===== src/rtl/rdo_seq_pkg.sv =====
package rdo_seq_pkg;
  typedef enum logic [1:0] {
    PH_IDLE  = 2'd0,
    PH_PSIDE = 2'd1,
    PH_NSIDE = 2'd2
  } rdo_phase_e;
endpackage


===== src/rtl/rdo_dly_cnt.sv =====
// Down-counter for the inter-side token delay; expire_o marks the last P cycle.
module rdo_dly_cnt #(
  parameter int W = 12
) (
  input  logic         clk,
  input  logic         rst,
  input  logic         load_i,
  input  logic [W-1:0] val_i,
  input  logic         run_i,
  output logic         expire_o
);
  logic [W-1:0] cnt;

  always_ff @(posedge clk) begin
    if (rst) begin
      cnt <= '0;
    end else if (load_i) begin
      cnt <= val_i;
    end else if (run_i && cnt > W'(1)) begin
      cnt <= cnt - W'(1);
    end
  end

  assign expire_o = run_i && (cnt <= W'(1));
endmodule


===== src/rtl/rdo_nside_timer.sv =====
// Counts cycles spent waiting for the N return token.
module rdo_nside_timer #(
  parameter int LIMIT = 4095,
  parameter int W     = $clog2(LIMIT + 1)
) (
  input  logic clk,
  input  logic rst,
  input  logic run_i,
  output logic hit_o
);
  logic [W-1:0] tmr;

  always_ff @(posedge clk) begin
    if (rst || !run_i) begin
      tmr <= '0;
    end else begin
      tmr <= tmr + W'(1);
    end
  end

  assign hit_o = run_i && (tmr == W'(LIMIT - 1));
endmodule


===== src/rtl/rdo_status_latch.sv =====
// Sticky status flags; a clear has priority over every set.
module rdo_status_latch (
  input  logic clk,
  input  logic rst,
  input  logic clr_i,
  input  logic busy_i,
  input  logic p_err_i,
  input  logic n_err_i,
  input  logic seq_set_i,
  input  logic tmo_set_i,
  output logic seq_err_o,
  output logic tmo_o,
  output logic p_err_o,
  output logic n_err_o
);
  always_ff @(posedge clk) begin
    if (rst || clr_i) begin
      seq_err_o <= 1'b0;
      tmo_o     <= 1'b0;
      p_err_o   <= 1'b0;
      n_err_o   <= 1'b0;
    end else begin
      if (seq_set_i)          seq_err_o <= 1'b1;
      if (tmo_set_i)          tmo_o     <= 1'b1;
      if (busy_i && p_err_i)  p_err_o   <= 1'b1;
      if (busy_i && n_err_i)  n_err_o   <= 1'b1;
    end
  end
endmodule


===== src/rtl/rdo_token_seq.sv =====
module rdo_token_seq #(
  parameter int DLY_W   = 12,
  parameter int TIMEOUT = 4095
) (
  input  logic             clk,
  input  logic             rst,
  input  logic             start_i,
  input  logic [DLY_W-1:0] delay_i,
  input  logic             p_ret_i,
  input  logic             n_ret_i,
  input  logic             p_err_i,
  input  logic             n_err_i,
  output logic             p_tok_o,
  output logic             n_tok_o,
  output logic             mux_sel_o,
  output logic             busy_o,
  output logic             seq_err_o,
  output logic             tmo_o,
  output logic             p_err_o,
  output logic             n_err_o
);
  import rdo_seq_pkg::*;

  rdo_phase_e ph;
  logic       p_done;
  logic       start_acc;
  logic       dly_expire;
  logic       tmo_hit;
  logic       seq_set;
  logic       tmo_set;

  assign start_acc = (ph == PH_IDLE) && start_i;
  assign seq_set   = (ph == PH_PSIDE) && dly_expire && !(p_done || p_ret_i);
  assign tmo_set   = (ph == PH_NSIDE) && !n_ret_i && tmo_hit;

  rdo_dly_cnt #(.W(DLY_W)) u_dly (
    .clk      (clk),
    .rst      (rst),
    .load_i   (start_acc),
    .val_i    (delay_i),
    .run_i    (ph == PH_PSIDE),
    .expire_o (dly_expire)
  );

  rdo_nside_timer #(.LIMIT(TIMEOUT)) u_tmr (
    .clk   (clk),
    .rst   (rst),
    .run_i (ph == PH_NSIDE),
    .hit_o (tmo_hit)
  );

  rdo_status_latch u_stat (
    .clk       (clk),
    .rst       (rst),
    .clr_i     (start_acc),
    .busy_i    (ph != PH_IDLE),
    .p_err_i   (p_err_i),
    .n_err_i   (n_err_i),
    .seq_set_i (seq_set),
    .tmo_set_i (tmo_set),
    .seq_err_o (seq_err_o),
    .tmo_o     (tmo_o),
    .p_err_o   (p_err_o),
    .n_err_o   (n_err_o)
  );

  always_ff @(posedge clk) begin
    if (rst) begin
      ph        <= PH_IDLE;
      p_tok_o   <= 1'b0;
      n_tok_o   <= 1'b0;
      mux_sel_o <= 1'b0;
      busy_o    <= 1'b0;
      p_done    <= 1'b0;
    end else begin
      p_tok_o <= 1'b0;
      n_tok_o <= 1'b0;
      case (ph)
        PH_IDLE: begin
          if (start_i) begin
            ph      <= PH_PSIDE;
            p_tok_o <= 1'b1;
            busy_o  <= 1'b1;
            p_done  <= 1'b0;
          end
        end
        PH_PSIDE: begin
          if (p_ret_i) p_done <= 1'b1;
          if (dly_expire) begin
            ph        <= PH_NSIDE;
            n_tok_o   <= 1'b1;
            mux_sel_o <= 1'b1;
          end
        end
        PH_NSIDE: begin
          if (n_ret_i || tmo_hit) begin
            ph        <= PH_IDLE;
            mux_sel_o <= 1'b0;
            busy_o    <= 1'b0;
          end
        end
        default: ph <= PH_IDLE;
      endcase
    end
  end
endmodule


===== config.mk =====
export PLATFORM = sky130hd
export DESIGN_NAME = rdo_token_seq
export DESIGN_NICKNAME = d
export VERILOG_FILES = /design/src/rtl/rdo_seq_pkg.sv /design/src/rtl/rdo_dly_cnt.sv /design/src/rtl/rdo_nside_timer.sv /design/src/rtl/rdo_status_latch.sv /design/src/rtl/rdo_token_seq.sv
export SDC_FILE = /design/constraint.sdc
export NUM_CORES = 1
export LEC_CHECK = 0
export BUFFER_PORTS_ARGS = -buffer_cell sky130_fd_sc_hd__buf_4
export CAP_MARGIN = 20
export CORE_MARGIN = 3
export CORE_UTILIZATION = 45
export CTS_CLUSTER_DIAMETER = 80
export CTS_CLUSTER_SIZE = 16
export DETAILED_ROUTE_END_ITERATION = 8
export PLACE_DENSITY = 0.66
export SLEW_MARGIN = 15
export SYNTH_ARGS = -nofsm -noshare
export SYNTH_HDL_FRONTEND = slang
export SYNTH_HIERARCHICAL = 1
export SYNTH_SLANG_ARGS = --single-unit

===== constraint.sdc =====
create_clock -name clk -period 2.6 [get_ports clk]
set_input_delay 0.52 -clock clk [delete_from_list [all_inputs] [get_ports clk]]
set_output_delay 0.52 -clock clk [all_outputs]
set_load 0.03 [all_outputs]

==> impl_results.html, run 1 <==
<table>
<tr><th>Metric</th><th>Value</th></tr>
<tr><th colspan="2">GRT</th></tr>
<tr><td>Met2 usage in global routing</td><td>between 20% and 30%</td></tr>
<tr><td>Wire length of the first global-routing pass</td><td>6.223 mm</td></tr>
<tr><td>Met3 GRT Util</td><td>about 5.3%</td></tr>
<tr><td>Total global routing track utilization</td><td>about 17%</td></tr>
<tr><td>Via count of the first global-routing pass</td><td>between 1000 and 1500</td></tr>
<tr><td>GR peak layer</td><td>met2</td></tr>
<tr><td>Met1 usage in global routing</td><td>21.64%</td></tr>
<tr><td>Pin count of the biggest net entering global routing</td><td>21</td></tr>
<tr><td>Leftover overflow at the end of global routing</td><td>0</td></tr>
<tr><td>Antenna violations before repair</td><td>0</td></tr>
<tr><th colspan="2">Yosys</th></tr>
<tr><td>Synthesis-stage register bit count</td><td>35</td></tr>
<tr><td>Dominant synthesized flop cell</td><td>dfxtp_1</td></tr>
<tr><td>Number of instances in the synthesized netlist</td><td>200</td></tr>
<tr><td>Post-synthesis average cell area</td><td>about 8.6 um^2</td></tr>
<tr><td>Sequential share of the synthesized area</td><td>about two fifths</td></tr>
<tr><td>Net count after synthesis</td><td>around 220</td></tr>
<tr><td>Cell with the most instances after synthesis</td><td>dfxtp_1</td></tr>
<tr><td>Cell type with the highest aggregate area in the netlist</td><td>dfxtp_1</td></tr>
<tr><td>Number of warnings issued by yosys</td><td>6</td></tr>
<tr><td>Fraction of synthesized cell area taken by the top area cell type</td><td>40.61%</td></tr>
<tr><td>Count of unique library cells instantiated by Yosys</td><td>51</td></tr>
<tr><td>Number of enable-type register cells in the synthesized netlist</td><td>0</td></tr>
<tr><td>Most frequent cells after synthesis</td><td>35 x dfxtp_1, 20 x a21oi_1, 19 x nor2_1</td></tr>
<tr><td>Share of synthesized registers carrying an async set or reset</td><td>0%</td></tr>
<tr><td>Cell area after synthesis</td><td>between 1500 and 2000 um^2</td></tr>
<tr><td>Main area contributors after synthesis</td><td>dfxtp_1 41%, a21oi_1 5.8%, nor2_1 4.1%</td></tr>
<tr><th colspan="2">Worst setup path</th></tr>
<tr><td>Logic depth of the worst register-to-register path</td><td>7</td></tr>
<tr><td>Sort of element at the end of the critical path</td><td>flop</td></tr>
<tr><td>Arrival time at the worst endpoint</td><td>2270 ps</td></tr>
<tr><td>Worst R2R Setup Slack</td><td>between 500 and 600 ps</td></tr>
<tr><td>Data required time at the worst endpoint</td><td>2800 ps</td></tr>
<tr><td>Launching point of the worst reg2reg path</td><td>u_dly/cnt[3]</td></tr>
<tr><td>Critical register-to-register path endpoint</td><td>u_stat/seq_err_o</td></tr>
<tr><td>Worst setup path category</td><td>reg -&gt; reg</td></tr>
<tr><td>Category of the worst setup path launch point</td><td>flop</td></tr>
<tr><td>Peak fanout along the critical path</td><td>12</td></tr>
<tr><th colspan="2">Route</th></tr>
<tr><td>Routed wire length per instance</td><td>12.95 um</td></tr>
<tr><td>Sum of routed wire length over all layers</td><td>3.574 mm</td></tr>
<tr><td>First DRT Iteration DRCs</td><td>48</td></tr>
<tr><td>Total iterations of the first detailed-routing run</td><td>4</td></tr>
<tr><td>DRC errors left</td><td>0</td></tr>
<tr><td>Final antenna-violating net count</td><td>0</td></tr>
<tr><td>Vias</td><td>1519</td></tr>
<tr><td>Post-detailed-route via-to-cell ratio</td><td>between 5 and 6</td></tr>
<tr><th colspan="2">Placement</th></tr>
<tr><td>Final estimated routing congestion in global placement</td><td>0.7763</td></tr>
<tr><td>Worst setup slack before clock tree synthesis</td><td>523.0 ps</td></tr>
<tr><td>I/O Buffers</td><td>26</td></tr>
<tr><td>Sum of net half-perimeters after detailed placement</td><td>2.584 mm</td></tr>
<tr><th colspan="2">STA</th></tr>
<tr><td>Worst hold margin</td><td>488.4 ps</td></tr>
<tr><td>Count of final max-slew check failures</td><td>0</td></tr>
<tr><td>Number of hold violations in the final report</td><td>0</td></tr>
<tr><td>Tightest Pin Transition</td><td>around 460 ps</td></tr>
<tr><td>Unrepaired setup endpoints after global routing</td><td>false</td></tr>
<tr><td>Endpoints failing setup</td><td>0</td></tr>
<tr><td>Min cycle time layout</td><td>2075 ps</td></tr>
<tr><td>Highest achievable clock rate</td><td>0.4818 GHz</td></tr>
<tr><td>Max-Slew Margin vs Limit</td><td>69.07%</td></tr>
<tr><td>Worst-case setup margin in the final layout</td><td>524.7 ps</td></tr>
<tr><td>Final-layout setup total negative slack</td><td>0 ps</td></tr>
<tr><td>Final cycle utilization of the critical path</td><td>79.82%</td></tr>
<tr><td>Post-route clock skew</td><td>between 6 and 7 ps</td></tr>
<tr><th colspan="2">Clock network</th></tr>
<tr><td>Max clock buf depth</td><td>2</td></tr>
<tr><td>Clock tree from TritonCTS</td><td>built</td></tr>
<tr><td>Number of buffers added for setup after CTS</td><td>0</td></tr>
<tr><td>Total clock buffers created by CTS</td><td>5</td></tr>
<tr><td>Latest clock arrival within the worst-skew pair</td><td>280 ps</td></tr>
<tr><td>Number of buffers inserted for hold repair after clock tree synthesis</td><td>0</td></tr>
<tr><td>Library cell used as clock root buffer</td><td>clkbuf_8</td></tr>
<tr><td>Total clock sinks</td><td>35</td></tr>
<tr><td>Count of H-tree levels built during CTS</td><td>2</td></tr>
<tr><td>Clock-pin slew on the worst setup and hold paths</td><td>70 ps</td></tr>
<tr><td>Post-CTS sizing</td><td>0</td></tr>
<tr><th colspan="2">Finish</th></tr>
<tr><td>Layout Area Growth over Synthesis</td><td>19.22%</td></tr>
<tr><td>Fin nets</td><td>252</td></tr>
<tr><td>Number of diodes</td><td>0</td></tr>
<tr><td>Share of final-layout standard cells stronger than drive strength 1</td><td>around a fifth</td></tr>
<tr><th colspan="2">Floorplanning</th></tr>
<tr><td>Placeable core region</td><td>3521 um^2</td></tr>
<tr><td>Chip height</td><td>67.92 um</td></tr>
<tr><td>Starting density of the core</td><td>49.00%</td></tr>
<tr><td>Number of placement rows</td><td>21</td></tr>
<tr><td>Horizontal die dimension</td><td>67.92 um</td></tr>
<tr><td>Die ar.</td><td>between 4000 and 5000 um^2</td></tr>
<tr><td>IO Count</td><td>27</td></tr>
<tr><th colspan="2">Power and ir drop</th></tr>
<tr><td>Total leakage power</td><td>0.7763 nW</td></tr>
<tr><td>Power Total</td><td>~0.0012 W</td></tr>
<tr><td>Worst IR Drop VDD</td><td>0.3040 mV</td></tr>
<tr><td>Power Density</td><td>588.2 nW/um^2</td></tr>
<tr><th colspan="2">Status</th></tr>
<tr><td>Result of the run</td><td>completed</td></tr>
<tr><th colspan="2">Worst hold path</th></tr>
<tr><td>Endpoint of the worst hold path</td><td>u_tmr/tmr[0]</td></tr>
<tr><td>Path category of the worst min-delay check</td><td>reg -&gt; reg</td></tr>
<tr><td>Worst Hold Launch</td><td>u_tmr/tmr[0]</td></tr>
<tr><td>Worst hold stages</td><td>1</td></tr>
<tr><th colspan="2">Job</th></tr>
<tr><td># Max-Cap Violations</td><td>0</td></tr>
</table>
-- how the worst max path moves through the flow --
stage / from / to / slack (ps) / cells past startpoint
6_report: u_dly/cnt[3] / u_stat/seq_err_o / 520 / 7
5_1_grt: u_dly/cnt[3] / u_stat/seq_err_o / 240 / 7
4_1_cts: u_dly/cnt[3] / u_stat/seq_err_o / 500 / 7
3_5_place_dp: u_dly/cnt[3] / u_stat/seq_err_o / 520 / 7
3_3_place_gp: ph[0] / u_dly/cnt[10] / 650 / 5
2_1_floorplan: ph[0] / u_dly/cnt[10] / 810 / 6
-- state kept, by name (all words and copies together), names as in the netlist --
name and count:
u_tmr/tmr 12, u_stat/tmo_o 1, busy_o 1, p_tok_o 1, u_stat/seq_err_o 1, ph 2, u_stat/n_err_o 1, p_done 1
mux_sel_o 1, u_dly/cnt 12, n_tok_o 1, u_stat/p_err_o 1
-- where the power goes --
group / switching [W] / total, W / internal (W) / leakage, nW
sequential: 0.0000336 / 0.000597 / 0.000563 / 0.286
combinational: 0.0000997 / 0.000190 / 0.0000908 / 0.439
clock: 0.000181 / 0.000422 / 0.000242 / 0.0515
total: 0.000314 / 0.00121 / 0.000896 / 0.776
-- layout by cell type (no fill, tap or decap), types with 3 or more instances in the layout --
cell and instances:
dfxtp_1 35, buf_4 27, a21oi_1 20, nor2_1 19
inv_1 13, nand2_1 13, o21ai_0 12, nor3_1 8
clkbuf_8 7, nand3_1 7, or3_1 4, o31ai_1 4
ha_1 4, and2b_1 3, o21a_1 3, a221oi_1 3
xnor2_1 3, or4_1 3
-- metrics by stage --
step,area [um^2],util [%],cells
floorplan,1725,-,200
global placement,1957,55.58,268
detailed placement,1957,55.58,268
CTS,2057,58.42,276
global route,2057,58.42,276
finish,2057,58.42,276
-- worst max-delay path: stages (launching register included) --
cell	delay (ps)
dfxtp_1	370
nor4_4	410
nand4b_1	440
nor2_1	310
nand2_1	140
nor3_1	150
nor2_1	50
nor3_1	140
-- routing by layer --
metal,vias to the layer above,routed length (um),share of wire [%]
met2,32,1638,46
li1,784,-,-
met4,0,63,1.8
met5,-,0,0
met1,697,1699,48
met3,6,173,4.8
-- kinds of logic after synthesis --
kind of cell | share of synthesized area, %
DFF | 40.61
AOI/OAI and AO/OA | 19.80
buffers and inverters | 4.496
adders and majority gates | 2.901
and+or+nand+nor | 30.17
xor gates and xnor gates | 2.031
-- cell type report --
class                   instances  area [um^2]
fillers                       329         1464
flip-flops and latches         35        700.7
multi-input cells             147        947.2
clock buffers                   8        100.1
repair buffers                 27        202.7
inverters                      13        48.80
well taps                      46        57.56
Note: power is estimated with default switching activity, not from simulation.
==> run 2: changes to the inputs <==
--- a/config.mk
+++ b/config.mk
@@ -5,6 +5,7 @@
 export SDC_FILE = /design/constraint.sdc
 export NUM_CORES = 1
 export LEC_CHECK = 0
+export ABC_AREA = 1
 export BUFFER_PORTS_ARGS = -buffer_cell sky130_fd_sc_hd__buf_4
 export CAP_MARGIN = 20
 export CORE_MARGIN = 3
@@ -12,7 +13,6 @@
 export CTS_CLUSTER_DIAMETER = 80
 export CTS_CLUSTER_SIZE = 16
 export DETAILED_ROUTE_END_ITERATION = 8
-export PLACE_DENSITY = 0.66
 export SLEW_MARGIN = 15
 export SYNTH_ARGS = -nofsm -noshare
 export SYNTH_HDL_FRONTEND = slang
==> constraint.sdc (replaced) <==
create_clock -name clk -period 1.95 [get_ports clk]
set_input_delay 0.39 -clock clk [delete_from_list [all_inputs] [get_ports clk]]
set_output_delay 0.39 -clock clk [all_outputs]
set_load 0.03 [all_outputs]
==> impl_results.html, run 2 <==
<table>
<tr><th>Metric</th><th>Value</th></tr>
<tr><th colspan="2">Clock network</th></tr>
<tr><td>Total clock buffers created by CTS</td><td>5</td></tr>
<tr><td>Post-CTS sizing</td><td>0</td></tr>
<tr><td>Latest clock arrival within the worst-skew pair</td><td>280 ps</td></tr>
<tr><td>Clock tree from TritonCTS</td><td>built</td></tr>
<tr><td>Library cell used as clock root buffer</td><td>clkbuf_8</td></tr>
<tr><td>Number of buffers added for setup after CTS</td><td>0</td></tr>
<tr><td>Clock-pin slew on the worst setup and hold paths</td><td>70 ps</td></tr>
<tr><td>Count of H-tree levels built during CTS</td><td>2</td></tr>
<tr><td>Number of buffers inserted for hold repair after clock tree synthesis</td><td>0</td></tr>
<tr><td>Total clock sinks</td><td>35</td></tr>
<tr><td>Max clock buf depth</td><td>2</td></tr>
<tr><th colspan="2">Floorplanning</th></tr>
<tr><td>Horizontal die dimension</td><td>72.35 um</td></tr>
<tr><td>Number of placement rows</td><td>23</td></tr>
<tr><td>IO Count</td><td>27</td></tr>
<tr><td>Starting density of the core</td><td>48.13%</td></tr>
<tr><td>Placeable core region</td><td>4115 um^2</td></tr>
<tr><td>Chip height</td><td>72.35 um</td></tr>
<tr><td>Die ar.</td><td>5234 um^2</td></tr>
<tr><th colspan="2">Power and ir drop</th></tr>
<tr><td>Total leakage power</td><td>1.063 nW</td></tr>
<tr><td>Clk network pwr share</td><td>between 20% and 30%</td></tr>
<tr><td>Total net switching power</td><td>0.0005846 W</td></tr>
<tr><td>Part of the power in combinational logic</td><td>25.8%</td></tr>
<tr><td>Share of total power consumed by net switching</td><td>around 33%</td></tr>
<tr><td>Power Density</td><td>759.7 nW/um^2</td></tr>
<tr><td>Internal Dissipation</td><td>0.001173 W</td></tr>
<tr><td>Seq pwr share</td><td>45.4%</td></tr>
<tr><td>Worst IR Drop VDD</td><td>between 0.4 and 0.5 mV</td></tr>
<tr><th colspan="2">STA</th></tr>
<tr><td>Worst hold margin</td><td>around 370 ps</td></tr>
<tr><td>Min cycle time layout</td><td>1614 ps</td></tr>
<tr><td>Endpoints failing setup</td><td>0</td></tr>
<tr><td>Max-Slew Margin vs Limit</td><td>approximately four fifths</td></tr>
<tr><td>Post-route clock skew</td><td>approximately 3.1 ps</td></tr>
<tr><td>Count of final max-slew check failures</td><td>0</td></tr>
<tr><td>Highest achievable clock rate</td><td>approximately 0.62 GHz</td></tr>
<tr><td>Worst-case setup margin in the final layout</td><td>approximately 340 ps</td></tr>
<tr><td>Final-layout setup total negative slack</td><td>0 ps</td></tr>
<tr><td>Unrepaired setup endpoints after global routing</td><td>false</td></tr>
<tr><td>Tightest Pin Transition</td><td>322.9 ps</td></tr>
<tr><td>Final cycle utilization of the critical path</td><td>between 80% and 90%</td></tr>
<tr><td>Number of hold violations in the final report</td><td>0</td></tr>
<tr><th colspan="2">Route</th></tr>
<tr><td>Sum of routed wire length over all layers</td><td>4.099 mm</td></tr>
<tr><td>Post-detailed-route via-to-cell ratio</td><td>between 4 and 5</td></tr>
<tr><td>DRC errors left</td><td>0</td></tr>
<tr><td>Final antenna-violating net count</td><td>0</td></tr>
<tr><td>Total iterations of the first detailed-routing run</td><td>4</td></tr>
<tr><td>Vias</td><td>1767</td></tr>
<tr><td>First DRT Iteration DRCs</td><td>50</td></tr>
<tr><td>Routed wire length per instance</td><td>roughly 11 um</td></tr>
<tr><th colspan="2">Finish</th></tr>
<tr><td>Register area</td><td>700.7 um^2</td></tr>
<tr><td>Most common cell after layout, fill and taps aside</td><td>nand2_1</td></tr>
<tr><td>Number of diodes</td><td>0</td></tr>
<tr><td>Fin nets</td><td>350</td></tr>
<tr><td>Most frequent cells in the layout</td><td>72 x nand2_1, 46 x nor2_1, 39 x inv_1</td></tr>
<tr><td>Multi-input combinational cell area</td><td>1092 um^2</td></tr>
<tr><td>Layout Area Growth over Synthesis</td><td>16.80%</td></tr>
<tr><td>Fill count</td><td>410</td></tr>
<tr><td>Share of final-layout standard cells stronger than drive strength 1</td><td>22.26%</td></tr>
<tr><td>Biggest registers after layout</td><td>u_dly/cnt x12, u_tmr/tmr x12, ph x2</td></tr>
<tr><th colspan="2">GRT</th></tr>
<tr><td>Total global routing track utilization</td><td>16.97%</td></tr>
<tr><td>Leftover overflow at the end of global routing</td><td>0</td></tr>
<tr><td>Pin count of the biggest net entering global routing</td><td>17</td></tr>
<tr><td>Wire length of the first global-routing pass</td><td>7.024 mm</td></tr>
<tr><td>Via count of the first global-routing pass</td><td>1579</td></tr>
<tr><td>Antenna violations before repair</td><td>0</td></tr>
<tr><th colspan="2">Worst setup path</th></tr>
<tr><td>Arrival time at the worst endpoint</td><td>1840 ps</td></tr>
<tr><td>Worst setup path category</td><td>reg -&gt; reg</td></tr>
<tr><td>Data required time at the worst endpoint</td><td>2170 ps</td></tr>
<tr><td>List of cells traversed by the critical path</td><td>inv_1, ha_1, inv_1, nand2_1, nand2_2, nor2_4, nand2_4, nor2_1, nand2_1, nor3_2, nor2_1, nor2_1</td></tr>
<tr><td>Largest stage delay on the critical path</td><td>330 ps</td></tr>
<tr><td>Peak fanout along the critical path</td><td>5</td></tr>
<tr><td>Crit path max-delay family</td><td>simple AND/OR/NAND/NOR gates</td></tr>
<tr><td>Cell with the biggest individual delay on the critical path</td><td>dfxtp_1</td></tr>
<tr><td>Category of the worst setup path launch point</td><td>flop</td></tr>
<tr><td>Crit path buf inv count</td><td>2</td></tr>
<tr><td>Sort of element at the end of the critical path</td><td>flop</td></tr>
<tr><td>Cell repeated most along the worst path</td><td>nor2_1</td></tr>
<tr><th colspan="2">Yosys</th></tr>
<tr><td>Sequential share of the synthesized area</td><td>roughly 35%</td></tr>
<tr><td>Cell area after synthesis</td><td>1981 um^2</td></tr>
<tr><td>Number of instances in the synthesized netlist</td><td>between 200 and 300</td></tr>
<tr><td>Cell with the most instances after synthesis</td><td>nand2_1</td></tr>
<tr><td>Number of enable-type register cells in the synthesized netlist</td><td>0</td></tr>
<tr><td>Synthesis-stage register bit count</td><td>35</td></tr>
<tr><td>Net count after synthesis</td><td>~320</td></tr>
<tr><td>Fraction of synthesized cell area taken by the top area cell type</td><td>35.38%</td></tr>
<tr><td>Main area contributors after synthesis</td><td>dfxtp_1 35%, nand2_1 14%, nor2_1 8.7%</td></tr>
<tr><td>Post-synthesis average cell area</td><td>6.691 um^2</td></tr>
<tr><td>Cell type with the highest aggregate area in the netlist</td><td>dfxtp_1</td></tr>
<tr><td>Share of synthesized registers carrying an async set or reset</td><td>0%</td></tr>
<tr><td>Number of warnings issued by yosys</td><td>6</td></tr>
<tr><td>Dominant synthesized flop cell</td><td>dfxtp_1</td></tr>
<tr><td>Count of unique library cells instantiated by Yosys</td><td>28</td></tr>
<tr><td>Most frequent cells after synthesis</td><td>72 x nand2_1, 46 x nor2_1, 39 x inv_1</td></tr>
<tr><th colspan="2">Worst hold path</th></tr>
<tr><td>Path category of the worst min-delay check</td><td>in -&gt; reg</td></tr>
<tr><th colspan="2">Placement</th></tr>
<tr><td>Worst setup slack before clock tree synthesis</td><td>about 340 ps</td></tr>
<tr><td>Sum of net half-perimeters after detailed placement</td><td>about 3.2 mm</td></tr>
<tr><td>Final estimated routing congestion in global placement</td><td>0.8556</td></tr>
<tr><td>I/O Buffers</td><td>26</td></tr>
<tr><th colspan="2">Job</th></tr>
<tr><td># Max-Cap Violations</td><td>0</td></tr>
<tr><th colspan="2">Status</th></tr>
<tr><td>Result of the run</td><td>completed</td></tr>
</table>
## run 2: changes by cell type after synthesis, sizes merged, moves of 4 or more
cell and delta:
a21oi -6, inv +31, nand2 +71, nand3 +17, nor2 +38, o31ai -4, or3 -5
## run 2: cell type report
class	count	area share (%)
timing repair buffer	27	8.761
clock buffer	7	3.299
multi-input combinational	213	47.21
tap	50	2.704
inverter	45	7.518
clock inverter	1	0.2163
sequential	35	30.29
## run 2: worst reg2reg max path, stage by stage, from the launching register on
cell	delay [ps]
dfxtp_1	330
inv_1	100
ha_1	200
inv_1	60
nand2_1	80
nand2_2	70
nor2_4	100
nand2_4	80
nor2_1	200
nand2_1	100
nor3_2	110
nor2_1	50
nor2_1	80
## run 2: cells by family (layout without fill, tap and decap cells)
family / Yosys count / after routing / synth area share (%)
AND/OR/NAND/NOR: 180 / 180 / 43.72
buffers and inverters: 48 / 80 / 9.476
flip-flops: 35 / 35 / 35.38
AO/OA/AOI/OAI: 26 / 26 / 7.581
adder cells (fa/ha/maj): 4 / 4 / 2.527
XOR/XNOR: 3 / 3 / 1.327
## run 2: power by group through the flow
stage               Clock (W)  Combinational, W  Sequential (W)
finish               0.000506          0.000454        0.000798
floorplan                   0          0.000332        0.000816
detailed placement          0          0.000454        0.000813
global route         0.000553          0.000519        0.000804
global placement            0          0.000452        0.000814
CTS                  0.000526          0.000456        0.000797
## run 2: metal layers
layer  wire, um  vias to the layer above  share of wire, %  global-route usage (%)
met5          0                        -                 0                       0
met2       1638                       25                40                   24.77
met1       2232                      753                54                   24.45
li1           -                      985                 -                       -
met3        186                        4               4.5                   3.878
met4         42                        0               1.0                   5.637
## run 2: final timing paths
kind | startpoint | endpoint | slack [ps] | depth (start not counted)
setup / recovery | u_dly/cnt[0] | u_stat/seq_err_o | 340 | 12
hold / removal | n_err_i | u_stat/n_err_o | 370 | 5
hold reg to reg | u_tmr/tmr[0] | u_tmr/tmr[0] | 470 | 1
setup reg to reg | u_dly/cnt[0] | u_stat/seq_err_o | 340 | 12
## run 2: stage by stage
step | instances | util [%] | total power, W | area (um^2)
2_1_floorplan | 296 | - | 0.001148 | 1981
3_3_place_gp | 370 | 54.24 | 0.001266 | 2232
3_5_place_dp | 370 | 54.24 | 0.001267 | 2232
4_1_cts | 378 | 56.22 | 0.001778 | 2313
5_1_grt | 378 | 56.22 | 0.001875 | 2313
6_report | 378 | 56.22 | 0.001757 | 2313
==> run 3: changes to the inputs <==
--- a/config.mk
+++ b/config.mk
@@ -13,6 +13,7 @@
 export CTS_CLUSTER_DIAMETER = 80
 export CTS_CLUSTER_SIZE = 16
 export DETAILED_ROUTE_END_ITERATION = 8
+export PLACE_DENSITY = 0.67
 export SLEW_MARGIN = 15
 export SYNTH_ARGS = -nofsm -noshare
 export SYNTH_HDL_FRONTEND = slang
==> constraint.sdc (replaced) <==
create_clock -name clk -period 1.4 [get_ports clk]
set_input_delay 0.28 -clock clk [delete_from_list [all_inputs] [get_ports clk]]
set_output_delay 0.28 -clock clk [all_outputs]
set_load 0.03 [all_outputs]
==> impl_results.html, run 3 (synthesis gave the netlist of run 2 again) <==
<table>
<tr><th>Metric</th><th>Value</th></tr>
<tr><th colspan="2">Worst setup path</th></tr>
<tr><td>Launching point of the worst reg2reg path</td><td>u_dly/cnt[1]</td></tr>
<tr><td>Worst R2R Setup Slack</td><td>-30 ps</td></tr>
<tr><td>Critical register-to-register path endpoint</td><td>u_dly/cnt[1]</td></tr>
<tr><td>Peak fanout along the critical path</td><td>8</td></tr>
<tr><td>Data required time at the worst endpoint</td><td>1580 ps</td></tr>
<tr><td>Arrival time at the worst endpoint</td><td>1620 ps</td></tr>
<tr><td>Category of the worst setup path launch point</td><td>flop</td></tr>
<tr><td>Sort of element at the end of the critical path</td><td>flop</td></tr>
<tr><td>List of cells traversed by the critical path</td><td>inv_4, ha_4, inv_2, nand2_2, nand2_2, nor2_4, nand2_4, nand2_4, nand2_8, clkinv_8, nor2_2, nor2_1</td></tr>
<tr><td>Cell with the biggest individual delay on the critical path</td><td>dfxtp_4</td></tr>
<tr><td>Worst setup path category</td><td>reg -&gt; reg</td></tr>
<tr><td>Largest stage delay on the critical path</td><td>370 ps</td></tr>
<tr><td>Logic depth of the worst register-to-register path</td><td>12</td></tr>
<tr><th colspan="2">Worst hold path</th></tr>
<tr><td>Worst Hold Launch</td><td>p_ret_i</td></tr>
<tr><td>Path category of the worst min-delay check</td><td>in -&gt; reg</td></tr>
<tr><td>Worst hold stages</td><td>3</td></tr>
<tr><td>Endpoint of the worst hold path</td><td>p_done</td></tr>
<tr><th colspan="2">Placement</th></tr>
<tr><td>I/O Buffers</td><td>26</td></tr>
<tr><td>Worst setup slack before clock tree synthesis</td><td>-108.4 ps</td></tr>
<tr><td>Sum of net half-perimeters after detailed placement</td><td>3.283 mm</td></tr>
<tr><td>Final estimated routing congestion in global placement</td><td>0.9130</td></tr>
<tr><th colspan="2">Finish</th></tr>
<tr><td>Biggest registers after layout</td><td>u_dly/cnt x12, u_tmr/tmr x12, ph x2</td></tr>
<tr><td>Most common cell after layout, fill and taps aside</td><td>nand2_1</td></tr>
<tr><td>Fin nets</td><td>368</td></tr>
<tr><td>Number of diodes</td><td>0</td></tr>
<tr><td>Utilization after layout</td><td>64.18%</td></tr>
<tr><td>Most frequent cells in the layout</td><td>68 x nand2_1, 44 x buf_4, 40 x nor2_1</td></tr>
<tr><td>Share of final-layout standard cells stronger than drive strength 1</td><td>35.55%</td></tr>
<tr><td>Layout Area Growth over Synthesis</td><td>33.35%</td></tr>
<tr><th colspan="2">Route</th></tr>
<tr><td>Total iterations of the first detailed-routing run</td><td>4</td></tr>
<tr><td>Final antenna-violating net count</td><td>0</td></tr>
<tr><td>Vias</td><td>1918</td></tr>
<tr><td>Sum of routed wire length over all layers</td><td>between 4 and 5 mm</td></tr>
<tr><td>First DRT Iteration DRCs</td><td>roughly 120</td></tr>
<tr><td>Post-detailed-route via-to-cell ratio</td><td>4.843</td></tr>
<tr><td>DRC errors left</td><td>0</td></tr>
<tr><td>Routed wire length per instance</td><td>11.07 um</td></tr>
<tr><th colspan="2">STA</th></tr>
<tr><td>Count of final max-slew check failures</td><td>0</td></tr>
<tr><td>Unrepaired setup endpoints after global routing</td><td>true</td></tr>
<tr><td>Tightest Pin Transition</td><td>263.3 ps</td></tr>
<tr><td>Max-Slew Margin vs Limit</td><td>82.26%</td></tr>
<tr><td>Number of hold violations in the final report</td><td>0</td></tr>
<tr><td>Worst-case setup margin in the final layout</td><td>-33.93 ps</td></tr>
<tr><td>Endpoints failing setup</td><td>9</td></tr>
<tr><td>Min cycle time layout</td><td>1434 ps</td></tr>
<tr><td>Highest achievable clock rate</td><td>0.6974 GHz</td></tr>
<tr><td>Final cycle utilization of the critical path</td><td>102.4%</td></tr>
<tr><td>Post-route clock skew</td><td>8.567 ps</td></tr>
<tr><th colspan="2">Clock network</th></tr>
<tr><td>Max clock buf depth</td><td>2</td></tr>
<tr><td>Total clock sinks</td><td>35</td></tr>
<tr><td>Clock tree from TritonCTS</td><td>built</td></tr>
<tr><td>Total clock buffers created by CTS</td><td>5</td></tr>
<tr><td>Count of H-tree levels built during CTS</td><td>2</td></tr>
<tr><td>Clock-pin slew on the worst setup and hold paths</td><td>roughly 70 ps</td></tr>
<tr><td>Library cell used as clock root buffer</td><td>clkbuf_8</td></tr>
<tr><td>Latest clock arrival within the worst-skew pair</td><td>290 ps</td></tr>
<tr><th colspan="2">GRT</th></tr>
<tr><td>Total global routing track utilization</td><td>18.19%</td></tr>
<tr><td>Antenna violations before repair</td><td>0</td></tr>
<tr><td>Wire length of the first global-routing pass</td><td>approximately 7.5 mm</td></tr>
<tr><td>Via count of the first global-routing pass</td><td>1750</td></tr>
<tr><td>Leftover overflow at the end of global routing</td><td>0</td></tr>
<tr><td>Pin count of the biggest net entering global routing</td><td>15</td></tr>
<tr><th colspan="2">Job</th></tr>
<tr><td># Max-Cap Violations</td><td>0</td></tr>
<tr><th colspan="2">Floorplanning</th></tr>
<tr><td>Placeable core region</td><td>4115 um^2</td></tr>
<tr><td>Starting density of the core</td><td>48.13%</td></tr>
<tr><td>Die ar.</td><td>5234 um^2</td></tr>
<tr><td>Number of placement rows</td><td>23</td></tr>
<tr><td>Horizontal die dimension</td><td>72.35 um</td></tr>
<tr><td>IO Count</td><td>27</td></tr>
<tr><td>Chip height</td><td>a little over 70 um</td></tr>
<tr><th colspan="2">Power and ir drop</th></tr>
<tr><td>Power Density</td><td>1052 nW/um^2</td></tr>
<tr><td>Worst IR Drop VDD</td><td>roughly 0.44 mV</td></tr>
<tr><td>Total leakage power</td><td>between 1 and 1.5 nW</td></tr>
<tr><td>Power Total</td><td>0.002780 W</td></tr>
<tr><th colspan="2">Status</th></tr>
<tr><td>Result of the run</td><td>complete, but fails checks</td></tr>
<tr><td>Violated checks</td><td>setup timing</td></tr>
</table>
## run 3: cell count changes in the layout (fill, tap and decap cells not counted), sizes merged
cell / before / now
buf: 27 / 45
clkinvlp: 0 / 1
clkinv: 2 / 1
## run 3: per-layer routing
layer	track usage [%]	wire length [um]	vias up	share of wire, %
met4	8.559	80	0	1.8
met1	23.83	2060	834	47
met2	28.01	1954	57	45
li1	-	-	1019	-
met3	4.432	290	8	6.6
met5	0	0	-	0
## run 3: worst max path at each step
stage / from / to / slack, ps / cells after the start
floorplan: u_dly/cnt[0] / u_dly/cnt[1] / -8 / 12
global placement: u_dly/cnt[0] / u_dly/cnt[1] / -60 / 12
global route: u_dly/cnt[1] / u_stat/seq_err_o / -110 / 12
CTS: u_dly/cnt[1] / u_stat/seq_err_o / -10 / 12
detailed placement: u_dly/cnt[0] / u_dly/cnt[1] / -110 / 12
finish: u_dly/cnt[1] / u_dly/cnt[1] / -30 / 12
## run 3: metrics by stage
step | hold slack, ps | TNS, ps | cells | instance area (um^2)
4_1_cts | 250.3 | -13.16 | 394 | 2524
3_5_place_dp | 453.8 | -883.2 | 385 | 2352
2_1_floorplan | 342.4 | -15.28 | 296 | 1988
3_3_place_gp | 449.8 | -422.4 | 385 | 2352
5_1_grt | 264.2 | -1158 | 396 | 2641
6_report | 259.2 | -176.4 | 396 | 2641
## run 3: area by class of cell
cell class	count	area, um^2
fillers	353	1474
multi-input cells	213	1231
flip-flops and latches	35	713.2
repair buffers	45	341.6
inverters	45	188.9
clock buffers	7	96.34
well taps	50	62.56
clock inverters	1	7.507
## run 3: worst max-delay path: cells and delay by family, from the launching register on
family                   cells  cell delay (ps)
adder cells (fa/ha/maj)      1              160
flip-flops                   1              370
buffers and inverters        3              190
AND/OR/NAND/NOR              8              600
## run 3: repair_timing
item,CTS,global route
endpoints found under the setup margin,15,17
pin swaps,6,11
hold buffers,0,0
setup buffers,1,2
resized for setup,18,30
## run 3: power by group
group          switching [W]  internal (W)
clock network       0.000368      0.000447
registers          0.0000620       0.00105
logic               0.000500      0.000348
total               0.000930       0.00185
